<file path="config.mk">
export PLATFORM = sky130hd
export DESIGN_NAME = epp_periph
export DESIGN_NICKNAME = d
export VERILOG_FILES = /design/src/rtl/epp_periph_pkg.sv /design/src/rtl/epp_periph_sync.sv /design/src/rtl/epp_periph_hs.sv /design/src/rtl/epp_periph_regs.sv /design/src/rtl/epp_periph.sv
export SDC_FILE = /design/constraint.sdc
export NUM_CORES = 1
export LEC_CHECK = 0
export ABC_AREA = 1
export BUFFER_PORTS_ARGS = -buffer_cell sky130_fd_sc_hd__buf_2
export CORE_UTILIZATION = 54
export CTS_CLUSTER_SIZE = 24
export DETAILED_ROUTE_END_ITERATION = 8
export PLACE_DENSITY = 0.79
export SLEW_MARGIN = 20
export SYNTH_ARGS = -nofsm -noshare
export SYNTH_HDL_FRONTEND = slang
export SYNTH_SLANG_ARGS = --single-unit
</file>
<file path="constraint.sdc">
create_clock -name clk -period 3.35 [get_ports clk]
set_clock_uncertainty 0.05 [all_clocks]
set_input_delay 0.67 -clock clk [delete_from_list [all_inputs] [get_ports clk]]
set_output_delay 0.67 -clock clk [all_outputs]
set_load 0.02 [all_outputs]
</file>
<file path="src/rtl/epp_periph_pkg.sv">
`timescale 1ns/1ps
package epp_periph_pkg;
    typedef logic [7:0] byte_t;
    typedef logic [3:0] idx_t;

    typedef enum logic [1:0] {HS_IDLE, HS_ADDR, HS_DATA} hs_state_e;

    typedef struct packed {
        logic addr_cap;
        logic data_wr;
        logic data_rd;
    } hs_cmd_t;

    typedef enum logic [2:0] {T_NONE, T_TMR, T_FAULT, T_LBIT, T_LGRP} tgt_e;

    typedef struct packed {
        tgt_e kind;
        idx_t idx;
    } sel_t;

    localparam byte_t TMR_BASE    = 8'h00;
    localparam byte_t FAULT_ADDR  = 8'h10;
    localparam byte_t LBIT_BASE   = 8'h20;
    localparam byte_t LGRP_BASE   = 8'h28;

    function automatic sel_t decode_sel(byte_t a, int ntmr, int nload, int ngrp);
        sel_t s;
        int off_t;
        int off_b;
        int off_g;
        s.kind = T_NONE;
        s.idx  = '0;
        off_t  = int'(a) - int'(TMR_BASE);
        off_b  = int'(a) - int'(LBIT_BASE);
        off_g  = int'(a) - int'(LGRP_BASE);
        if (off_t >= 0 && off_t < ntmr) begin
            s.kind = T_TMR;
            s.idx  = off_t[3:0];
        end else if (a == FAULT_ADDR) begin
            s.kind = T_FAULT;
        end else if (off_b >= 0 && off_b < nload) begin
            s.kind = T_LBIT;
            s.idx  = off_b[3:0];
        end else if (off_g >= 0 && off_g < ngrp) begin
            s.kind = T_LGRP;
            s.idx  = off_g[3:0];
        end
        return s;
    endfunction
endpackage

</file>
<file path="src/rtl/epp_periph_sync.sv">
`timescale 1ns/1ps
module epp_periph_sync #(
    parameter int W = 3,
    parameter logic [W-1:0] RST_VAL = '1
) (
    input  logic         clk,
    input  logic         rst,
    input  logic [W-1:0] d,
    output logic [W-1:0] q
);
    logic [W-1:0] stage1;

    always_ff @(posedge clk) begin
        if (rst) begin
            stage1 <= RST_VAL;
            q      <= RST_VAL;
        end else begin
            stage1 <= d;
            q      <= stage1;
        end
    end
endmodule

</file>
<file path="src/rtl/epp_periph_hs.sv">
`timescale 1ns/1ps
module epp_periph_hs
    import epp_periph_pkg::*;
(
    input  logic    clk,
    input  logic    rst,
    input  logic    astb_s,
    input  logic    dstb_s,
    input  logic    write_n,
    output hs_cmd_t cmd,
    output logic    wait_o
);
    hs_state_e st, st_n;
    logic go_data;

    assign cmd.addr_cap = (st == HS_IDLE) && !astb_s;
    assign go_data      = (st == HS_IDLE) && astb_s && !dstb_s;
    assign cmd.data_wr  = go_data && !write_n;
    assign cmd.data_rd  = go_data && write_n;
    assign wait_o       = (st != HS_IDLE);

    always_comb begin
        st_n = st;
        unique case (st)
            HS_IDLE: begin
                if (cmd.addr_cap)  st_n = HS_ADDR;
                else if (go_data)  st_n = HS_DATA;
            end
            HS_ADDR: if (astb_s) st_n = HS_IDLE;
            HS_DATA: if (dstb_s) st_n = HS_IDLE;
            default: st_n = HS_IDLE;
        endcase
    end

    always_ff @(posedge clk) begin
        if (rst) st <= HS_IDLE;
        else     st <= st_n;
    end
endmodule

</file>
<file path="src/rtl/epp_periph_regs.sv">
`timescale 1ns/1ps
module epp_periph_regs
    import epp_periph_pkg::*;
#(
    parameter int NUM_TMR   = 4,
    parameter int NUM_FAULT = 4,
    parameter int GRP_SIZE  = 4,
    parameter int NUM_GRP   = 2,
    localparam int NUM_LOADS = GRP_SIZE * NUM_GRP
) (
    input  logic                   clk,
    input  logic                   rst,
    input  hs_cmd_t                cmd,
    input  byte_t                  ad_in,
    input  logic [NUM_FAULT-1:0]   fault_in,
    output logic [NUM_TMR*8-1:0]   tmr_val,
    output logic [NUM_LOADS-1:0]   loads,
    output byte_t                  rd_q
);
    byte_t                addr_q;
    sel_t                 sel;
    byte_t                tmr_q [NUM_TMR];
    logic [NUM_FAULT-1:0] fault_q;
    logic [NUM_FAULT-1:0] clr_mask;
    byte_t                rd_d;

    assign sel = decode_sel(addr_q, NUM_TMR, NUM_LOADS, NUM_GRP);

    always_ff @(posedge clk) begin
        if (rst)               addr_q <= '0;
        else if (cmd.addr_cap) addr_q <= ad_in;
    end

    for (genvar k = 0; k < NUM_TMR; k++) begin : g_tmr
        always_ff @(posedge clk) begin
            if (rst)
                tmr_q[k] <= '0;
            else if (cmd.data_wr && sel.kind == T_TMR && sel.idx == idx_t'(k))
                tmr_q[k] <= ad_in;
        end
        assign tmr_val[k*8 +: 8] = tmr_q[k];
    end

    for (genvar g = 0; g < NUM_GRP; g++) begin : g_grp
        for (genvar b = 0; b < GRP_SIZE; b++) begin : g_bit
            localparam int LI = g * GRP_SIZE + b;
            always_ff @(posedge clk) begin
                if (rst)
                    loads[LI] <= 1'b0;
                else if (cmd.data_wr && sel.kind == T_LBIT && sel.idx == idx_t'(LI))
                    loads[LI] <= ad_in[0];
                else if (cmd.data_wr && sel.kind == T_LGRP && sel.idx == idx_t'(g))
                    loads[LI] <= ad_in[b];
            end
        end
    end

    assign clr_mask = (cmd.data_wr && sel.kind == T_FAULT) ? ad_in[NUM_FAULT-1:0] : '0;

    always_ff @(posedge clk) begin
        if (rst) fault_q <= '0;
        else     fault_q <= (fault_q & ~clr_mask) | fault_in;
    end

    always_comb begin
        rd_d = '0;
        unique case (sel.kind)
            T_TMR: begin
                for (int k = 0; k < NUM_TMR; k++)
                    if (sel.idx == k[3:0]) rd_d = tmr_q[k];
            end
            T_FAULT: rd_d[NUM_FAULT-1:0] = fault_q;
            T_LBIT: begin
                for (int k = 0; k < NUM_LOADS; k++)
                    if (sel.idx == k[3:0]) rd_d[0] = loads[k];
            end
            T_LGRP: begin
                for (int g = 0; g < NUM_GRP; g++)
                    if (sel.idx == g[3:0]) rd_d[GRP_SIZE-1:0] = loads[g*GRP_SIZE +: GRP_SIZE];
            end
            default: rd_d = '0;
        endcase
    end

    always_ff @(posedge clk) begin
        if (rst)              rd_q <= '0;
        else if (cmd.data_rd) rd_q <= rd_d;
    end
endmodule

</file>
<file path="src/rtl/epp_periph.sv">
`timescale 1ns/1ps
module epp_periph
    import epp_periph_pkg::*;
#(
    parameter int NUM_TMR   = 4,
    parameter int NUM_FAULT = 4,
    parameter int GRP_SIZE  = 4,
    parameter int NUM_GRP   = 2,
    localparam int NUM_LOADS = GRP_SIZE * NUM_GRP
) (
    input  logic                  clk,
    input  logic                  rst,
    input  logic [7:0]            ad_in,
    output logic [7:0]            ad_out,
    output logic                  ad_oe,
    input  logic                  addr_stb_n,
    input  logic                  data_stb_n,
    input  logic                  write_n,
    input  logic                  init_n,
    output logic                  wait_o,
    input  logic                  irq_in,
    output logic                  irq_o,
    input  logic [NUM_FAULT-1:0]  fault_in,
    output logic [NUM_TMR*8-1:0]  tmr_val,
    output logic [NUM_LOADS-1:0]  loads
);
    logic [2:0] sync_q;
    logic       init_s;
    logic       astb_s;
    logic       dstb_s;
    logic       rst_i;
    hs_cmd_t    cmd;
    byte_t      rd_q;

    epp_periph_sync #(.W(3), .RST_VAL(3'b111)) u_sync (
        .clk (clk),
        .rst (rst),
        .d   ({init_n, addr_stb_n, data_stb_n}),
        .q   (sync_q)
    );

    assign init_s = sync_q[2];
    assign astb_s = sync_q[1];
    assign dstb_s = sync_q[0];
    assign rst_i  = rst | ~init_s;

    epp_periph_hs u_hs (
        .clk     (clk),
        .rst     (rst_i),
        .astb_s  (astb_s),
        .dstb_s  (dstb_s),
        .write_n (write_n),
        .cmd     (cmd),
        .wait_o  (wait_o)
    );

    epp_periph_regs #(
        .NUM_TMR   (NUM_TMR),
        .NUM_FAULT (NUM_FAULT),
        .GRP_SIZE  (GRP_SIZE),
        .NUM_GRP   (NUM_GRP)
    ) u_regs (
        .clk      (clk),
        .rst      (rst_i),
        .cmd      (cmd),
        .ad_in    (ad_in),
        .fault_in (fault_in),
        .tmr_val  (tmr_val),
        .loads    (loads),
        .rd_q     (rd_q)
    );

    assign ad_out = rd_q;
    assign ad_oe  = ~data_stb_n & write_n;

    always_ff @(posedge clk) begin
        if (rst) irq_o <= 1'b0;
        else     irq_o <= irq_in;
    end
endmodule

</file>
# Word-level counts from Yosys, hierarchy flattened

Memories as Yosys holds them, arrays and structs flattened.
Cells that the tools add are included.

Input bits: 19
Flip-flop bits (word level): 37
Word-level logic and storage cells: 155
Memory bits (writable): 32
Memories kept: 1
Output and inout bits: 51

Memory list:

| memory       | depth | bits a word | rd ports | clocked after memory_dff | write ports | RTL line              | RTL |
|---|---|---|---|---|---|---|---|
| u_regs.tmr_q | 4     | 8           | 4        | 0                        | 4           | epp_periph_regs.sv:22 | `byte_t tmr_q [NUM_TMR];` |

Bitwise logic cells: 11
$lt $le $gt $ge: 6
Mux-type cells: 62
Reductions and logical operators: 41
Eq/ne operators: 17
Add/sub/neg operators: 2

Operator list:

| cell                  | number |
|---|---|
| $ge A32 B1 Y1 const B | 2 |
| $mux W8               | 8 |
| $mux W1               | 38 |
| $lt A32 B3 Y1 const B | 1 |
| $lt A32 B5 Y1 const B | 1 |
| $logic_and A1 B1 Y1   | 26 |
| $mux W7               | 3 |
| $mux W4               | 5 |
| $reduce_bool A2 Y1    | 9 |
| $sub A8 B6 Y9 const B | 2 |
| $eq A4 B3 Y1 const B  | 4 |
| $pmux W3 S3           | 1 |
| $eq A4 B2 Y1 const B  | 2 |
| $eq A8 B5 Y1 const B  | 1 |
| $ge A8 B1 Y1 const B  | 1 |
| $lt A8 B3 Y1 const B  | 1 |
| $mux W2               | 4 |
| $eq A3 B2 Y1 const B  | 2 |
| $pmux W2 S3           | 1 |
| $or A1 B1 Y1          | 5 |
| $and A4 B4 Y4         | 1 |
| $eq A4 B1 Y1 const B  | 1 |
| $logic_not A4 Y1      | 1 |
| $ne A2 B2 Y1 const B  | 2 |
| other kinds (14)      | 17 |

# Logic depth before layout (Yosys ltp)

Depth after elaboration: 17
Depth in mapped cells: 21
Mapped depth without buffers: 21

# Cells and area by module

From an unflattened synthesis, not the netlist that was laid out.

Cell total of the unflattened synthesis: 406
Area total of the unflattened synthesis: 3,369.5 um^2

Modules (own cells, without submodules):

| module          | cells each | times used | area each (um^2) | seq. area each (um^2) |
|---|---|---|---|---|
| epp_periph_regs | 362        | 1          | 3,046.7          | 1,521.5 |
| epp_periph_sync | 19         | 1          | 168.9            | 120.1 |
| epp_periph_hs   | 18         | 1          | 111.4            | 40.0 |
| epp_periph      | 7          | 1          | 42.5             | 20.0 |

# Worst setup path after synthesis

Ideal clock, no wire load.

Kind: register to register
From: register u_regs.addr_q[5]
To: memory u_regs.tmr_q[3][0] (netlist bit), enable pin
Path buffers: 2
Period minus slack after synthesis: 2.726 ns
Arrival time: 2.292 ns
Stages on the path, launching flop included: 13
Path slack: 0.624 ns
Data required time: 2.916 ns
Library setup time: 0.384 ns
Cell sequence: dfxtp_1 -> inv_2 -> ha_1 -> xor2_1 -> nor2_1 -> nand3_2 -> nand3_2 -> nand2_2 -> clkinv_2 -> nand3_2 -> buf_6 -> buf_6 -> o21ai_0

RTL lines:

| element                | RTL line              | RTL |
|---|---|---|
| from (decl)            | epp_periph_regs.sv:20 | `byte_t addr_q;` |
| from (signal assigned) | epp_periph_regs.sv:31 | `else if (cmd.addr_cap) addr_q <= ad_in;` |
| to (decl)              | epp_periph_regs.sv:22 |  |

==> flow_summary_export.csv <==
group,metric,value,unit
timing,rsz_0062_raised_after_global_routing,"no",
worst_hold_path,min-delay-path-class,"flip-flop to flip-flop",
finish,share_of_final_layout_standard_cells_stronger_than_drive_strength_1,0.284,
timing,maximum_achievable_frequency,377,MHz
place,post-dp-hpwl,6460,um
setup_path,crit_arrival,2.66,ns
global_routing,grtUsageTotal,0.284,
yosys,syn_area,0.00332,mm2
routing,post_drt_via_cell_ratio,5.69,
timing,min_period_over_period,0.792,
setup_path,required,3.35,ns
yosys,yosysUniqueCellTypes,39,
pwr,p_per_area,443,mW/mm2
setup_path,critPathLaunchType,"flip-flop",
clocking,cts_tree,"done",
timing,report.final.slew_viol_count,0,
yosys,synth_edf_count,32,
yosys,netlist.area_leader.share,0.289,
place,place.port_buffers,69,
timing,final-setup-viol-count,0,
timing,max_slew.worst_pin.slew,0.952,ns
global_routing,grt_first_pass_wirelength,13500,um
routing,firstDrtPassIters,5,
floorplanning,core_area,0.00592,mm2
pwr,power_leakage,0.00174,uW
yosys,postSynthRegisterBits,69,
global_routing,grt_max_degree,22,
worst_hold_path,endpoint_worst_hold,"u_sync.q[0]$_SDFF_PP1_",
routing,postRouteWirelength,8670,um
finish,layout.cell_area.non_filler,0.00389,mm2
yosys,post_synth_inst_count,381,
place,finalWeightedCongestion,0.931,
setup_path,criticalPathCategory,"flip-flop to flip-flop",
timing,period_minus_slack,2.65,ns
global_routing,grt_overflow_total,0,
floorplanning,initial_utilization,0.561,
setup_path,worst_setup_path_end_kind,"flip-flop",
setup_path,r2r_path_end,"u_regs.tmr_q[1][6]$_SDFFCE_PN0P_",
clocking,post_cts_buffers,0,
finish,nNetsFinal,479,
global_routing,antenna_found_initial,0,
setup_path,r2r_setup_slack,0.70,ns
yosys,synth-async-reset-ratio,0,
finish,areaGrowthSynthToFinish,17.2,%
clocking,clock_path_buffers,2,
clocking,h_tree_lvl_count,3,
yosys,synth_seq_area_share,0.513,
routing,dr.first_iter.drc_count,224,
yosys,most_area_consuming_cells_after_synthesis,"sky130_fd_sc_hd__edfxtp_1 29%, sky130_fd_sc_hd__dfxtp_1 22%, sky130_fd_sc_hd__nor2_1 7.0%, sky130_fd_sc_hd__nand2_1 5.5%, sky130_fd_sc_hd__inv_1 4.0%",
routing,vias,3058,
yosys,synthFlopType,"sky130_fd_sc_hd__dfxtp_1",
yosys,syn_nets,403,
clocking,path_clk_slew,0.07,ns
routing,drt-wirelength-per-cell,16.1,um
clocking,cts_buffers,9,
clocking,clock_latency,0.34,ns
floorplanning,dieWidth,80.4,um
timing,finalHoldViolCount,0,
place,placed_cell_area,0.00373,mm2
yosys,yosys_warnings,0,
setup_path,r2r-start,"u_regs.addr_q[5]$_SDFFE_PP0P_",
finish,fillCellCount,518,
timing,fin_tns_setup,0,ns
clocking,clock_tree.root_cell,"sky130_fd_sc_hd__clkbuf_8",
clocking,cts-hold-fix-buffers,0,
routing,drc_errors,0,
setup_path,reg2regPathDepth,11,
finish,number_of_inserted_diodes,0,
timing,worst_slew_margin_rel,0.363,
floorplanning,die_area,0.00646,mm2
setup_path,crit_path_max_fanout,15,
job,timing.max_cap.violations,0,
global_routing,first_global_vias,2825,
worst_hold_path,cells_on_worst_hold_path,1,
routing,drtAntennaViolNets,0,
run_status,run_status,"completed",
floorplanning,rows,28,
clocking,tritoncts_num_sinks,69,
yosys,synth_top_area_cell,"sky130_fd_sc_hd__edfxtp_1",
worst_hold_path,holdCritStartpoint,"u_sync.stage1[0]$_SDFF_PP1_",
clocking,cts_resized,0,
floorplanning,design.portCount,70,
yosys,syn_area_per_cell,8.71,um2
pwr,max-vdd-ir-drop,0.337,mV
floorplanning,die_h,80.4,um
==> critical path: stages, from the launching register on <==
cell,delay [ns]
sky130_fd_sc_hd__dfxtp_1,0.47
sky130_fd_sc_hd__inv_2,0.09
sky130_fd_sc_hd__ha_1,0.21
sky130_fd_sc_hd__xor2_1,0.14
sky130_fd_sc_hd__nor2_1,0.11
sky130_fd_sc_hd__nand3_2,0.14
sky130_fd_sc_hd__nand3_2,0.15
sky130_fd_sc_hd__nand3_2,0.11
sky130_fd_sc_hd__nor2_4,0.38
sky130_fd_sc_hd__inv_2,0.14
sky130_fd_sc_hd__o21ai_0,0.17
sky130_fd_sc_hd__buf_4,0.20
==> per-layer routing <==
layer | up-vias | global-route usage | part of all wire
met3 | 19 | 0.0648 | 0.072
met4 | 0 | 0.120 | 0.020
met1 | 1450 | 0.353 | 0.42
li1 | 1450 | - | -
met5 | - | 0 | 0
met2 | 139 | 0.472 | 0.49
==> report_power, final <==
| group | internal, uW | total [uW] | switching (uW) |
|---|---|---|---|
| clock | 265 | 580 | 315 |
| sequential | 914 | 937 | 23.1 |
| combinational | 64.4 | 207 | 142 |
| total | 1240 | 1720 | 481 |
==> through the flow <==
| step | std cells | setup WS [ns] | total power, uW | util | hold slack [ns] |
|---|---|---|---|---|---|
| global placement | 521 | 0.776 | 1160 | 0.630 | 0.342 |
| detailed placement | 521 | 0.720 | 1160 | 0.630 | 0.344 |
| finish | 537 | 0.696 | 1720 | 0.657 | 0.362 |
| floorplan | 381 | 0.624 | 1090 | - | 0.339 |
| CTS | 537 | 0.697 | 1730 | 0.657 | 0.363 |
| global route | 537 | 0.390 | 1780 | 0.657 | 0.379 |
==> synthesized netlist by cell type (all sizes together) (6+ instances only) <==
cell / n
nor2: 69
nand2: 53
inv: 44
dfxtp: 37
edfxtp: 32
o21ai: 27
a21oi: 24
nand3: 23
nand4: 12
o211ai: 10
a22oi: 7
or2: 7
buf: 6
==> area by class of cell <==
type,count,area [um2],share of cell area
Multi-Input combinational cell,255,1360,0.350
Clock inverter,5,28.8,0.00740
Sequential cell,69,1700,0.437
Clock buffer,11,131,0.0338
Timing Repair Buffer,76,398,0.102
Tap cell,75,93.8,0.0241
Inverter,46,174,0.0447
==> worst max-delay path by stage <==
stage	start	end	slack, ns
after floorplan	u_regs.addr_q[5]$_SDFFE_PP0P_	u_regs.tmr_q[3][0]$_SDFFCE_PN0P_	0.62
after global placement	u_regs.addr_q[3]$_SDFFE_PP0P_	u_regs.tmr_q[1][6]$_SDFFCE_PN0P_	0.78
after detailed placement	u_regs.addr_q[5]$_SDFFE_PP0P_	u_regs.tmr_q[1][7]$_SDFFCE_PN0P_	0.72
after CTS	u_regs.addr_q[5]$_SDFFE_PP0P_	u_regs.tmr_q[1][6]$_SDFFCE_PN0P_	0.70
after global routing	u_regs.addr_q[3]$_SDFFE_PP0P_	u_regs.rd_q[0]$_SDFFE_PP0P_	0.39
final	u_regs.addr_q[5]$_SDFFE_PP0P_	u_regs.tmr_q[1][6]$_SDFFCE_PN0P_	0.70
==> logic make-up after synthesis <==
group           synth area share
xor+xnor                 0.00264
flops                      0.513
buf+inv                   0.0765
simple gates               0.241
fa+ha+maj                 0.0113
compound gates             0.156
==> state kept, by name, indices dropped and copies added (netlist names) <==
name            cells
u_sync.stage1       3
u_regs.tmr_q       32
u_regs.addr_q       8
u_regs.rd_q         8
u_regs.loads        8
u_sync.q            3
u_regs.fault_q      4
u_hs.st             2
irq_o               1
==> cell usage in the layout, fill, tap and decap left out, drive strengths merged, types with 10 or more instances in the layout <==
| master | Yosys | layout |
|---|---|---|
| nor2 | 69 | 69 |
| nand3 | 23 | 23 |
| inv | 44 | 44 |
| nand4 | 12 | 12 |
| buf | 6 | 76 |
| clkbuf | 5 | 11 |
| edfxtp | 32 | 32 |
| nand2 | 53 | 53 |
| o21ai | 27 | 27 |
| a21oi | 24 | 24 |
| dfxtp | 37 | 37 |
| o211ai | 10 | 10 |
Note: power is estimated with default switching activity, not from simulation.
